[src/rtl/tgl_pkg.sv]
package tgl_pkg;

    typedef enum logic [1:0] {
        ST_IDLE    = 2'd0,
        ST_QUALIFY = 2'd1,
        ST_ATTEN   = 2'd2,
        ST_HOLD    = 2'd3
    } tgl_state_e;

    function automatic int unsigned tgl_cnt_width(input int unsigned qual_ms);
        return $clog2(qual_ms + 2);
    endfunction

endpackage

[src/rtl/tgl_sync2.sv]
module tgl_sync2 #(
    parameter logic RST_VAL = 1'b1
) (
    input  logic clk,
    input  logic rst_n,
    input  logic d_async,
    output logic q_sync
);
    logic stage1;
    logic stage2;

    always_ff @(posedge clk or negedge rst_n) begin
        if (!rst_n) begin
            stage1 <= RST_VAL;
            stage2 <= RST_VAL;
        end else begin
            stage1 <= d_async;
            stage2 <= stage1;
        end
    end

    assign q_sync = stage2;
endmodule

[src/rtl/tgl_qual_timer.sv]
module tgl_qual_timer #(
    parameter int unsigned QUAL_MS = 400,
    localparam int unsigned CW     = tgl_pkg::tgl_cnt_width(QUAL_MS),
    localparam int unsigned LIMIT  = QUAL_MS + 1
) (
    input  logic          clk,
    input  logic          rst_n,
    input  logic          run,
    input  logic          tick,
    output logic [CW-1:0] cnt,
    output logic          expired
);
    localparam logic [CW-1:0] LIMIT_V = CW'(LIMIT);

    assign expired = (cnt == LIMIT_V);

    always_ff @(posedge clk or negedge rst_n) begin
        if (!rst_n) begin
            cnt <= '0;
        end else if (!run) begin
            cnt <= '0;
        end else if (tick && !expired) begin
            cnt <= cnt + 1'b1;
        end
    end
endmodule

[src/rtl/tgl_ctrl_fsm.sv]
module tgl_ctrl_fsm
    import tgl_pkg::*;
#(
    parameter int unsigned ATT_W = 8
) (
    input  logic             clk,
    input  logic             rst_n,
    input  logic             warn_s,
    input  logic             adj_bypass,
    input  logic             rec_bypass,
    input  logic             tmr_expired,
    input  logic [ATT_W-1:0] post_scale,
    output tgl_state_e       state,
    output logic             tmr_run,
    output logic             atten_on,
    output logic [ATT_W-1:0] atten_level
);
    tgl_state_e state_nx;

    always_ff @(posedge clk or negedge rst_n) begin
        if (!rst_n) state <= ST_IDLE;
        else        state <= state_nx;
    end

    always_comb begin
        state_nx = state;
        unique case (state)
            ST_IDLE: begin
                if (warn_s && !adj_bypass) state_nx = ST_QUALIFY;
            end
            ST_QUALIFY: begin
                if (adj_bypass || !warn_s) state_nx = ST_IDLE;
                else if (tmr_expired)      state_nx = ST_ATTEN;
            end
            ST_ATTEN: begin
                if (adj_bypass)      state_nx = ST_IDLE;
                else if (!warn_s)    state_nx = rec_bypass ? ST_HOLD : ST_IDLE;
            end
            ST_HOLD: begin
                if (adj_bypass || !rec_bypass) state_nx = ST_IDLE;
                else if (warn_s)               state_nx = ST_ATTEN;
            end
            default: state_nx = ST_IDLE;
        endcase
    end

    always_comb begin
        tmr_run     = 1'b0;
        atten_on    = 1'b0;
        atten_level = '0;
        unique case (state)
            ST_IDLE:    ;
            ST_QUALIFY: tmr_run = 1'b1;
            ST_ATTEN,
            ST_HOLD: begin
                atten_on    = 1'b1;
                atten_level = post_scale;
            end
            default: ;
        endcase
    end
endmodule

[src/rtl/thermal_gain_limiter.sv]
module thermal_gain_limiter
    import tgl_pkg::*;
#(
    parameter int unsigned QUAL_MS = 400,
    parameter int unsigned ATT_W   = 8,
    localparam int unsigned CW     = tgl_cnt_width(QUAL_MS)
) (
    input  logic             clk,
    input  logic             rst_n,
    input  logic             ms_tick,
    input  logic             warn_n,
    input  logic             adj_bypass,
    input  logic             rec_bypass,
    input  logic [ATT_W-1:0] post_scale,
    output logic             atten_active,
    output logic [ATT_W-1:0] atten_level
);
    logic          warn_n_s;
    logic          warn_s;
    logic          tmr_run;
    logic          tmr_expired;
    logic [CW-1:0] tmr_cnt;
    tgl_state_e    state;

    tgl_sync2 #(.RST_VAL(1'b1)) u_sync (
        .clk     (clk),
        .rst_n   (rst_n),
        .d_async (warn_n),
        .q_sync  (warn_n_s)
    );

    assign warn_s = ~warn_n_s;

    tgl_qual_timer #(.QUAL_MS(QUAL_MS)) u_timer (
        .clk     (clk),
        .rst_n   (rst_n),
        .run     (tmr_run),
        .tick    (ms_tick),
        .cnt     (tmr_cnt),
        .expired (tmr_expired)
    );

    tgl_ctrl_fsm #(.ATT_W(ATT_W)) u_fsm (
        .clk         (clk),
        .rst_n       (rst_n),
        .warn_s      (warn_s),
        .adj_bypass  (adj_bypass),
        .rec_bypass  (rec_bypass),
        .tmr_expired (tmr_expired),
        .post_scale  (post_scale),
        .state       (state),
        .tmr_run     (tmr_run),
        .atten_on    (atten_active),
        .atten_level (atten_level)
    );
endmodule

[config.mk]
export PLATFORM = sky130hd
export DESIGN_NAME = thermal_gain_limiter
export DESIGN_NICKNAME = d
export VERILOG_FILES = /design/src/rtl/tgl_pkg.sv /design/src/rtl/tgl_sync2.sv /design/src/rtl/tgl_qual_timer.sv /design/src/rtl/tgl_ctrl_fsm.sv /design/src/rtl/thermal_gain_limiter.sv
export SDC_FILE = /design/constraint.sdc
export NUM_CORES = 1
export LEC_CHECK = 0
export ABC_AREA = 0
export ABC_CLOCK_PERIOD_IN_PS = 1500
export BUFFER_PORTS_ARGS = -buffer_cell sky130_fd_sc_hd__buf_2
export CAP_MARGIN = 0
export CELL_PAD_IN_SITES_DETAIL_PLACEMENT = 0
export CELL_PAD_IN_SITES_GLOBAL_PLACEMENT = 2
export CORE_ASPECT_RATIO = 1.1
export CORE_MARGIN = 4
export CORE_UTILIZATION = 25
export DETAILED_ROUTE_END_ITERATION = 6
export GPL_TIMING_DRIVEN = 0
export PLACE_DENSITY_LB_ADDON = 0.1
export SYNTH_ARGS = -nofsm -noshare
export SYNTH_HDL_FRONTEND = slang
export SYNTH_SLANG_ARGS = --single-unit
[constraint.sdc]
create_clock -name clk -period 1.5 [get_ports clk]
set_input_delay 0.075 -clock clk [delete_from_list [all_inputs] [get_ports clk]]
set_output_delay 0.075 -clock clk [all_outputs]
set_load 0.01 [all_outputs]
==> impl.org, run 1 <==
** Outcome
- The run finished, with violations left.
- The final reports fail on setup timing.

** Timing
- Worst path setup slack after routing :: -0.0651 ns
- In this run the tightest slew margin relative to its limit is 0.738.
- Highest clock frequency the design can meet :: 0.639 GHz
- Setup repair after global routing could not meet its margin everywhere.
- For the pin with the worst max-slew slack, the measured transition is 0.393 ns.
- Clock skew after layout :: 0.00743 ns
- The number of hold-slack violations in the final timing report came to 0.
- Final setup violation count :: 2
- Final clock period utilization by the worst path :: 1.04
- Pins Over Slew Limit :: 0
- Crit path time final :: 1.57 ns
- The tightest hold path in the finished design has a slack of 0.0881 ns.

** Logic synthesis
- The most used flip-flop cell after synthesis is sky130_fd_sc_hd__dfrtp_1.
- YS warnings :: 0
- Post-synthesis sequential area ratio :: 0.463
- Count of flip-flops with a built-in enable after synthesis :: 0
- In this run the cell area of the synthesized design comes to 708 µm².
- Async SR Flop Fraction :: 1.00
- Synthesis instantiated 27 different standard cells from the library.
- Counting instances in the post-synthesis netlist gives the leading cell types as 11 x sky130_fd_sc_hd__dfrtp_1, 8 x sky130_fd_sc_hd__and2_1, 7 x sky130_fd_sc_hd__a21oi_1.
- Mean post-synth cell area :: 9.57 µm²
- Area contributors post-synth :: sky130_fd_sc_hd__dfrtp_1 39%, sky130_fd_sc_hd__dfstp_2 7.4%, sky130_fd_sc_hd__and2_1 7.1%, sky130_fd_sc_hd__a21oi_1 4.9%, sky130_fd_sc_hd__ha_1 3.5%
- Top-count cell post-synth :: sky130_fd_sc_hd__dfrtp_1
- FF+latch count, synth :: 13
- The number of nets in the synthesized netlist is 90.
- The share of synthesized area in the top cell type comes to 0.389.
- In the synthesized netlist, the number of instances is 74.
- Cell type with the largest total area after synthesis :: sky130_fd_sc_hd__dfrtp_1

** Global routing
- GRT Util Overall :: 0.106
- For this run the aggregate overflow at the end of global routing stands at 0.
- Via count of the first global-routing pass :: 627
- Entering global routing, the biggest net connects 14 pins.
- The first global-routing pass estimated 2980 µm of wire.
- The initial antenna violation count was 0.

** Placed design
- Placer congestion estimate :: 0.715
- After detailed placement, the total cell area comes to 857 µm².
- Detailed placement finished with a half-perimeter wire length of 1360 µm.
- Before CTS, the worst setup slack after placement is -0.135 ns.
- The count of buffers added on input and output ports is 22.

** Floorplan
- Measured along the y axis, the die boundary spans 63.8 µm.
- Standard-cell row count :: 19
- Starting utilization of the core area :: 0.271
- Area of the core :: 2620 µm²
- I/O pins :: 23
- Die Area :: 3750 µm²
- From left edge to right edge, the die measures 58.7 µm.

** Clocking
- TritonCTS Buffers :: 3
- Clock root buffer :: sky130_fd_sc_hd__clkbuf_4
- TritonCTS clock tree :: yes
- Maximum buffer depth of the clock tree :: 2
- At the later pin of the worst-skew pair, clock insertion delay measures 0.29 ns.
- Register clock-pin slew on the reported worst setup and hold paths :: 0.09 ns
- The clock net in this run drives a total of 13 sinks.
- In this run the number of H-tree levels came out at 1.

** Power and ir drop
- PnR Total Power :: 649 µW
- Max VDD drop :: 0.395 mV
- Power spread over the standard cell area amounts to 650 nW/µm².
- Leakage component of the power :: 0.000444 µW

** Route
- In the final routed layout, each cell accounts on average for 13.8 µm.
- The count of nets left with antenna violations once routing finished came out at 0.
- In the routed design, unresolved DRC markers number 0.
- In the routed layout, each cell is associated on average with a via count of 4.81.
- Length of the first detailed-routing pass in iterations :: 4
- Across all layers, the routed design uses 664 vias.
- Wires add up to 1900 µm.
- Iter 0 DRT Violations :: 17

** Min path
- The tightest min-delay check is of the in -> reg type.
- The worst hold path passes through 3 cells.

** Cells and area
- From synthesis to final layout, the design area changed by 41.2%.
- Summing all multi-input logic gate instances after layout gives 414 µm².
- The finished cells cover 1000 µm².
- In the final layout, flip-flops and latches occupy 330 µm².
- Layout filler cell count :: 282
- Of the cells placed in the final design, the portion with a size suffix greater than 1 is 0.383.
- Post-layout util :: 0.382
- The net count of the finished layout is 124.
- 0 antenna diodes ended up in the layout.

** Setup path
- Data on the critical path arrives at its endpoint at 1.78 ns.
- Capturing element type of the critical path :: flop
- Crit path kind :: reg -> reg
- Data required time of the critical path :: 1.71 ns
- STA classifies the critical path startpoint as a flop.
- The worst register-to-register path has a depth of 3.
- Maximum fanout along the worst path :: 3

** Job
- Max-cap violations in this run came to 0.
report_power, final:
part | internal [µW] | total (µW) | switching (µW) | leakage [µW]
combinational | 25.5 | 51.8 | 26.3 | 0.000256
sequential | 359 | 367 | 8.22 | 0.000170
clock | 99.1 | 230 | 131 | 0.0000177
total | 484 | 649 | 166 | 0.000444
cell families after synthesis:
| kind of cell | synth area share |
|---|---|
| compound gates | 0.134 |
| simple gates | 0.307 |
| mux | 0.0141 |
| buf+inv | 0.0212 |
| xor+xnor | 0.0247 |
| fa+ha+maj | 0.0353 |
| flops | 0.463 |
sequential cells by signal (all words and copies together), names as in the netlist:
register and flops:
u_timer.cnt 9, u_sync.q_sync 1, u_fsm.state 2, u_sync.stage1 1
critical path, cell delays in order (launching register included):
cell	delay [ns]
sky130_fd_sc_hd__dfrtp_1	0.43
sky130_fd_sc_hd__or4b_4	0.53
sky130_fd_sc_hd__or4_1	0.40
sky130_fd_sc_hd__a21oi_1	0.13
path summary, 6_finish.rpt:
| kind | slack [ns] | from | to |
|---|---|---|---|
| worst max-delay path | -0.07 | u_timer.cnt[6] | u_fsm.state[1] |
| worst min-delay path | 0.09 | rec_bypass | u_fsm.state[0] |
| worst max register to register | -0.07 | u_timer.cnt[6] | u_fsm.state[1] |
| worst min register to register | 0.36 | u_sync.stage1 | u_sync.q_sync |
| max in group asynchronous | 1.01 | rst_n | u_sync.stage1 |
| min in group asynchronous | 0.20 | rst_n | u_timer.cnt[2] |
layout by cell type, fill, tap and decap left out, types with 3 or more instances in the layout:
master and count:
sky130_fd_sc_hd__a21oi_1 7, sky130_fd_sc_hd__and2_1 8, sky130_fd_sc_hd__buf_2 22, sky130_fd_sc_hd__buf_4 5
sky130_fd_sc_hd__clkbuf_4 3, sky130_fd_sc_hd__dfrtp_1 9, sky130_fd_sc_hd__dlygate4sd3_1 3, sky130_fd_sc_hd__nand2_1 6
sky130_fd_sc_hd__nor2_1 3, sky130_fd_sc_hd__o21ai_0 3, sky130_fd_sc_hd__or4_1 3
what timing repair did:
item,4_1_cts,5_1_grt
buffers inserted,2,3
endpoints found under the hold margin,16,0
gates resized for setup,1,10
pin swaps,1,0
endpoints found under the setup margin,4,7
hold buffers,3,0
per-layer routing:
layer | track usage | vias to the layer above | share of wire
met2 | 0.169 | 13 | 0.52
met5 | 0 | - | 0
met1 | 0.133 | 314 | 0.43
li1 | - | 335 | -
met4 | 0.0340 | 0 | 0.0068
met3 | 0.0362 | 2 | 0.043
through the flow:
step / cells / setup TNS [ns]
detailed placement: 127 / -0.340
global route: 138 / -0.226
global placement: 127 / -0.351
CTS: 136 / -0.166
finish: 138 / -0.0756
floorplan: 74 / 0
layout make-up:
type                            count  share of cell area
Timing Repair Buffer               30               0.178
Multi-Input combinational cell     57               0.414
Sequential cell                    13               0.330
Clock inverter                      1             0.00501
Inverter                            1             0.00375
Buffer                              2             0.00751
Tap cell                           31              0.0388
Clock buffer                        3              0.0225
(Power assumes the default switching activity.)
==> run 2: changes to the inputs <==
--- a/config.mk
+++ b/config.mk
@@ -6,9 +6,8 @@
 export NUM_CORES = 1
 export LEC_CHECK = 0
 export ABC_AREA = 0
-export ABC_CLOCK_PERIOD_IN_PS = 1500
+export ABC_CLOCK_PERIOD_IN_PS = 1300
 export BUFFER_PORTS_ARGS = -buffer_cell sky130_fd_sc_hd__buf_2
-export CAP_MARGIN = 0
 export CELL_PAD_IN_SITES_DETAIL_PLACEMENT = 0
 export CELL_PAD_IN_SITES_GLOBAL_PLACEMENT = 2
 export CORE_ASPECT_RATIO = 1.1
==> constraint.sdc (replaced) <==
create_clock -name clk -period 1.3 [get_ports clk]
set_input_delay 0.065 -clock clk [delete_from_list [all_inputs] [get_ports clk]]
set_output_delay 0.065 -clock clk [all_outputs]
set_load 0.01 [all_outputs]
==> impl.org, run 2 (synthesis results as in run 1) <==
** Global routing
- The first global-routing pass estimated 3190 µm of wire.
- The initial antenna violation count came to 0.
- Pin count of the biggest net entering global routing :: 14
- GRT Util Overall :: 0.112
- Via count of the first global-routing pass :: 668
- Final global-route overflow total :: 0

** Clocking
- Sink Count :: 13
- Register clock-pin slew on the reported worst setup and hold paths :: 0.09 ns
- CTS built an H-tree with a depth of 1.
- Clock root buffer :: sky130_fd_sc_hd__clkbuf_4
- The later pin in the worst-skew pair is clocked with a latency of 0.27 ns.
- TritonCTS clock tree :: yes
- In this run the deepest clock path goes through 2 buffers.
- In this run, CTS created clock tree buffers numbering 3.

** Timing
- Once routing completed, OpenROAD measured the worst setup slack at -0.246 ns.
- The worst pin sits at a relative slew slack of 0.791.
- Final clock period utilization by the worst path :: 1.19
- At the pin with the least slew margin, the transition time is 0.313 ns.
- Highest clock frequency the design can meet :: 0.647 GHz
- Crit path time final :: 1.55 ns
- For the final database, setup skew stands at 0.00742 ns.
- The count of final max-slew check failures is 0.
- Final setup violation count :: 8
- Count of final hold-check violations :: 0
- Unrepaired setup endpoints after global routing :: true
- Hold WS :: 0.0849 ns

** Power and ir drop
- Fraction of power spent switching nets :: 0.241
- The share of total power dissipated in combinational logic is 0.094.
- Leakage component of the power :: 0.000475 µW
- In this run the power density over the cells is 704 nW/µm².
- IR analysis of the VDD net gives a maximum drop of 0.372 mV.
- Of the total power, the clock network draws 0.343.
- Switch Pwr :: 181 µW
- PnR Total Power :: 749 µW
- Internal power comes to 569 µW.
- The share of total power dissipated in sequential elements is 0.563.

** Setup path
- Logic depth of the worst register-to-register path :: 3
- Along the worst path, the maximum fanout reaches 2.
- Master of the slowest instance on the critical path :: sky130_fd_sc_hd__or4b_4
- Arrival time reported for the critical path endpoint :: 1.75 ns
- The worst setup path is of the reg -> reg kind.
- Data required time of the critical path :: 1.50 ns
- Reg-to-reg setup timing slack :: -0.25 ns
- Reg-to-reg endpoint :: u_fsm.state[1]
- Walking the worst path, the cells encountered are or4b_4 -> or4_1 -> a21oi_1.
- Slowest Stage Delay on Critical Path :: 0.53 ns
- Reg-to-reg critical path startpoint :: u_timer.cnt[5]
- Capturing element type of the critical path :: flop
- Gate family responsible for the most delay along the worst path :: simple AND/OR/NAND/NOR gates
- The worst setup path is launched from a flop.
- Buf+Inv Stages, Crit Path :: 0

** Floorplan
- Area of the core :: 2620 µm²
- Die Span Y :: 63.8 µm
- The floorplan has 19 rows.
- For this configuration, the core starts out at a cell density of 0.271.
- The die covers 3750 µm².
- In this run the horizontal extent of the chip is 58.7 µm.
- During I/O placement, the number of pins put on the boundary was 23.

** Route
- After detailed routing, the wire length on met1 is 871 µm.
- In the routed design, unresolved DRC markers number 0.
- Routed vias :: 679
- After detailed routing, no signal wire sits above met4.
- In this run, the number of DRC markers left after iteration 0 of detailed routing was 22.
- The pre-antenna-repair detailed-routing pass consisted of 4 iterations.
- In the detailed route, the total length drawn on met2 is 973 µm.
- Detailed routing placed a total of 55 µm of wire on met3.
- Post-DRT Antenna Nets :: 0
- Total length of routed wires :: 1920 µm
- In the final routed layout, each cell accounts on average for 13.3 µm.
- Detailed-route vias per instance :: 4.72

** Outcome
- The final reports fail on setup timing.
- The run finished, with violations left.

** Cells and area
- Number of standard cells in the layout, taps in and fillers out :: 144
- Ranked by flip-flop count, first place goes to u_timer.cnt.
- Once layout is complete, the utilization of the core stands at 0.407.
- Compared with the post-synthesis result, the final layout area differs by 50.2%.
- The filler cells instantiated in the layout total 283.
- Leaving out fill and tap cells, the most frequent cell in the layout is sky130_fd_sc_hd__buf_2.
- Layout cells sized above 1 :: 0.434
- Final layout net count :: 130
- The top cell types in the final layout, fill and taps aside, are 22 x sky130_fd_sc_hd__buf_2, 10 x sky130_fd_sc_hd__dfrtp_1, 8 x sky130_fd_sc_hd__buf_4.
- Area taken by flip-flops and latches :: 329 µm²
- Antenna diode count :: 0
- Max reg flops :: 9
- Multi-input gate area :: 417 µm²
- Biggest registers after layout :: u_timer.cnt x9, u_fsm.state x2

** Placed design
- Dpl hpwl :: 1360 µm
- Input and output buffers added on the ports amount to 22.
- At the placement stage, the worst setup path has a slack of -0.318 ns.
- Number of placed instances, taps included :: 127
- The congestion estimate from routability-driven global placement came to 0.727.

** Min path
- Along the worst hold path, the cell count comes to 3.
- The path with the worst hold slack has its endpoint at u_fsm.state[0].
- Worst hold path startpoint :: rec_bypass
- The path class of the tightest hold or removal check is in -> reg.

** Job
- Across the run, the number of max-cap violations was 0.
run 2: worst min-delay path: stages:
cell and delay [ns]:
sky130_fd_sc_hd__buf_2 0.10, sky130_fd_sc_hd__nand4b_1 0.09, sky130_fd_sc_hd__o41ai_1 0.06
run 2: cell type report:
type,instances,area share
Inverter,1,0.00353
Tap cell,31,0.0365
Sequential cell,13,0.309
Multi-Input combinational cell,57,0.392
Timing Repair Buffer,36,0.220
Buffer,2,0.0141
Clock buffer,4,0.0247
run 2: per-stage QoR:
stage | setup TNS [ns] | area (µm²)
6_report | -0.879 | 1060
5_1_grt | -1.68 | 1060
4_1_cts | -1.34 | 1020
3_5_place_dp | -1.47 | 857
3_3_place_gp | -1.49 | 857
2_1_floorplan | -0.480 | 708
run 2: worst max-delay path by stage:
stage | slack (ns) | cells past startpoint | end | startpoint
final | -0.25 | 3 | u_fsm.state[1] | u_timer.cnt[5]
after global routing | -0.28 | 3 | u_fsm.state[1] | u_timer.cnt[6]
after CTS | -0.24 | 3 | u_fsm.state[1] | u_timer.cnt[5]
after detailed placement | -0.32 | 3 | u_timer.cnt[0] | u_timer.cnt[5]
after global placement | -0.31 | 3 | u_timer.cnt[0] | u_timer.cnt[5]
after floorplan | -0.19 | 3 | u_fsm.state[1] | u_timer.cnt[5]
run 2: repair_timing:
item,in CTS,in global routing
gates resized for setup,12,10
setup buffers,9,2
hold buffers,3,0
pin swaps,6,0
endpoints found under the setup margin,17,17
hold endpoints to repair,16,0
run 2: layer usage:
layer | track usage | vias to the layer above
li1 | - | 346
met1 | 0.144 | 324
met2 | 0.180 | 7
met3 | 0.0262 | 2
met4 | 0.0425 | 0
met5 | 0 | -
run 2: power by group through the flow:
stage / Sequential [µW] / Combinational [µW] / Clock [µW]
finish: 422 / 70.6 / 257
global route: 423 / 80.1 / 292
CTS: 421 / 71.3 / 269
detailed placement: 429 / 53.8 / 0
global placement: 429 / 53.0 / 0
floorplan: 427 / 18.2 / 0
==> run 3: changes to the inputs <==
--- a/config.mk
+++ b/config.mk
@@ -6,15 +6,16 @@
 export NUM_CORES = 1
 export LEC_CHECK = 0
 export ABC_AREA = 0
-export ABC_CLOCK_PERIOD_IN_PS = 1300
+export ABC_CLOCK_PERIOD_IN_PS = 1600
 export BUFFER_PORTS_ARGS = -buffer_cell sky130_fd_sc_hd__buf_2
 export CELL_PAD_IN_SITES_DETAIL_PLACEMENT = 0
 export CELL_PAD_IN_SITES_GLOBAL_PLACEMENT = 2
 export CORE_ASPECT_RATIO = 1.1
 export CORE_MARGIN = 4
-export CORE_UTILIZATION = 25
+export CORE_UTILIZATION = 28
 export DETAILED_ROUTE_END_ITERATION = 6
 export GPL_TIMING_DRIVEN = 0
+export MAX_ROUTING_LAYER = met4
 export PLACE_DENSITY_LB_ADDON = 0.1
 export SYNTH_ARGS = -nofsm -noshare
 export SYNTH_HDL_FRONTEND = slang
==> constraint.sdc (replaced) <==
create_clock -name clk -period 1.6 [get_ports clk]
set_input_delay 0.08 -clock clk [delete_from_list [all_inputs] [get_ports clk]]
set_output_delay 0.08 -clock clk [all_outputs]
set_load 0.01 [all_outputs]
==> impl.org, run 3 (synthesis results as in run 1) <==
** Outcome
- Outcome :: finished clean

** Floorplan
- I/O pins :: 23
- Die Span Y :: 60.7 µm
- Die Area :: 3400 µm²
- Starting utilization of the core area :: 0.305
- The floorplan step set the die width to 56.0 µm.
- Standard-cell row count :: 18
- After floorplanning, the core was sized to cover 2320 µm².

** Setup path
- The critical path goes through or4b_4 -> or4_4 -> a21oi_2.
- Data on the critical path is required at its endpoint by 1.82 ns.
- In this run the register-to-register setup slack is 0.01 ns.
- The worst setup path is launched from a flop.
- Data arrives at the worst endpoint at 1.81 ns.
- For this design, the slowest cell found on the critical path is sky130_fd_sc_hd__or4b_4.
- Slowest Stage Delay on Critical Path :: 0.55 ns
- The worst setup path is captured at a flop.
- Maximum fanout along the worst path :: 3
- Crit path kind :: reg -> reg

** Global routing
- The initial antenna violation count was 0.
- In the global route stage, overall resource usage came out at 0.120.
- The via count of the first global-routing pass was 645.
- Pin count of the biggest net entering global routing :: 14
- Global routing finished with a remaining overflow of 0.
- The first global-routing pass estimated 3020 µm of wire.

** Timing
- Count of final hold-check violations :: 0
- Pins Over Slew Limit :: 0
- Setup violations remaining at the end of the flow were counted as 0.
- Setup repair after global routing could not meet its margin everywhere.
- Derived from the worst setup path, the maximum achievable clock frequency is 0.630 GHz.
- Final clock period utilization by the worst path :: 0.992
- Measured against its own limit, the worst slew margin works out to 0.775.
- Crit path time final :: 1.59 ns
- For the pin with the worst max-slew slack, the measured transition is 0.337 ns.
- Across the routed clock network, the largest skew measured is 0.00666 ns.

** Placed design
- The placed instances occupy a cell area of 856 µm².
- Number of placed instances, taps included :: 126
- Routability-driven placement finished with a final weighted congestion of 0.663.
- Number of I/O port buffers :: 22

** Job
- Across the run, the number of max-cap violations was 0.

** Cells and area
- Most common cell after layout, fill and taps aside :: sky130_fd_sc_hd__buf_2
- The library cells used most frequently in the layout, excluding fill and tap cells, are 22 x sky130_fd_sc_hd__buf_2, 9 x sky130_fd_sc_hd__dfrtp_1, 8 x sky130_fd_sc_hd__and2_1.
- The area growth from synthesis to layout is 35.0%.
- More flip-flops sit in one register than any other, and that register is u_timer.cnt.
- Number of standard cells in the layout, taps in and fillers out :: 134
- In the final layout, the share of cells above drive strength 1 is 0.365.
- After routing the design area is 956 µm².
- Final layout net count :: 121
- Antenna diode count :: 0
- The largest registers in the layout are u_timer.cnt x9, u_fsm.state x2.
- The register with the most flip-flops in the layout has 9 of them.

** Route
- After detailed routing, the number of vias per cell comes to 4.85.
- For this run, design rule violations remaining after detail routing come to 0.
- Routed vias :: 650
- The first detailed-routing pass ran for 4 iterations.
- Post-DRT Antenna Nets :: 0
- After detailed routing, the average wire length per cell comes to 13.3 µm.
- Total length of routed wires :: 1790 µm
- In this run, the number of DRC markers left after iteration 0 of detailed routing was 4.

** Clocking
- Clock latency on the worst-skew pair :: 0.28 ns
- Maximum buffer depth of the clock tree :: 2
- TritonCTS clock tree :: yes
- In this run, CTS created clock tree buffers numbering 3.
- In this run the clock root is driven by a sky130_fd_sc_hd__clkbuf_4.
- After clock tree synthesis, the clock-pin slew on the worst setup and hold paths is 0.09 ns.
- Counting every sink on the clock net gives 13.
- CTS built an H-tree with a depth of 1.

** Power and ir drop
- Leakage component of the power :: 0.000423 µW
- VDD sags by at most 0.384 mV.
- Dividing total power by cell area gives a power density of 633 nW/µm².

** Min path
- Hold Path Class :: in -> reg
run 3: cell types whose count changed in the layout (fill, tap and decap cells not counted), moves of 2 or more:
cell | previous run | this run
sky130_fd_sc_hd__buf_6 | 4 | 0
sky130_fd_sc_hd__ha_1 | 0 | 2
sky130_fd_sc_hd__ha_2 | 2 | 0
sky130_fd_sc_hd__buf_4 | 8 | 2
run 3: path summary, 6_finish.rpt:
path,start,to,cells after the start
worst min-delay path,rec_bypass,u_fsm.state[0],3
worst max-delay path,u_timer.cnt[5],u_fsm.state[1],3
worst min register to register,u_sync.stage1,u_sync.q_sync,0
max in group asynchronous,rst_n,u_sync.stage1,2
min in group asynchronous,rst_n,u_fsm.state[1],2
worst max register to register,u_timer.cnt[5],u_fsm.state[1],3
run 3: what timing repair did:
| item | in CTS | in global routing |
|---|---|---|
| resized for setup | 0 | 10 |
| pin swaps | 0 | 0 |
| endpoints found under the setup margin | 2 | 4 |
| cloned | 0 | 0 |
| hold endpoints to repair | 15 | 0 |
| hold buffers | 3 | 0 |
| setup buffers | 2 | 0 |
run 3: through the flow:
stage / hold slack [ns] / total power (µW) / TNS (ns) / setup WS, ns / util
after floorplan: -0.216 / 362 / 0 / 0.0885 / -
after global placement: -0.00868 / 392 / -0.00855 / -0.00759 / 0.369
after detailed placement: -0.00677 / 392 / 0 / 0.0106 / 0.369
after CTS: 0.0754 / 610 / 0 / 0.0168 / 0.400
after global routing: 0.101 / 634 / -0.0194 / -0.0194 / 0.412
final: 0.0785 / 605 / 0 / 0.0126 / 0.412
run 3: power by group:
part	switching [µW]	total, µW	internal, µW
logic	24.4	47.9	23.5
clock network	117	214	96.7
registers	6.55	343	337
run 3: cell type report:
type	count	area [µm²]
flip-flops and latches	13	330
fillers	245	1360
plain buffers	2	7.51
multi-input cells	57	395
clock buffers	4	26.3
repair buffers	27	155
inverters	1	3.75
well taps	30	37.5
run 3: layer usage:
layer	GRT usage	share of wire
met5	-	0
met4	0.0610	0.017
met3	0.0298	0.046
met2	0.198	0.49
met1	0.137	0.45
run 3: worst max-delay path: cells and delay by family (launching register included):
kind | cells | cell delay [ns]
AO/OA/AOI/OAI | 1 | 0.13
flip-flops | 1 | 0.42
AND/OR/NAND/NOR | 2 | 0.98
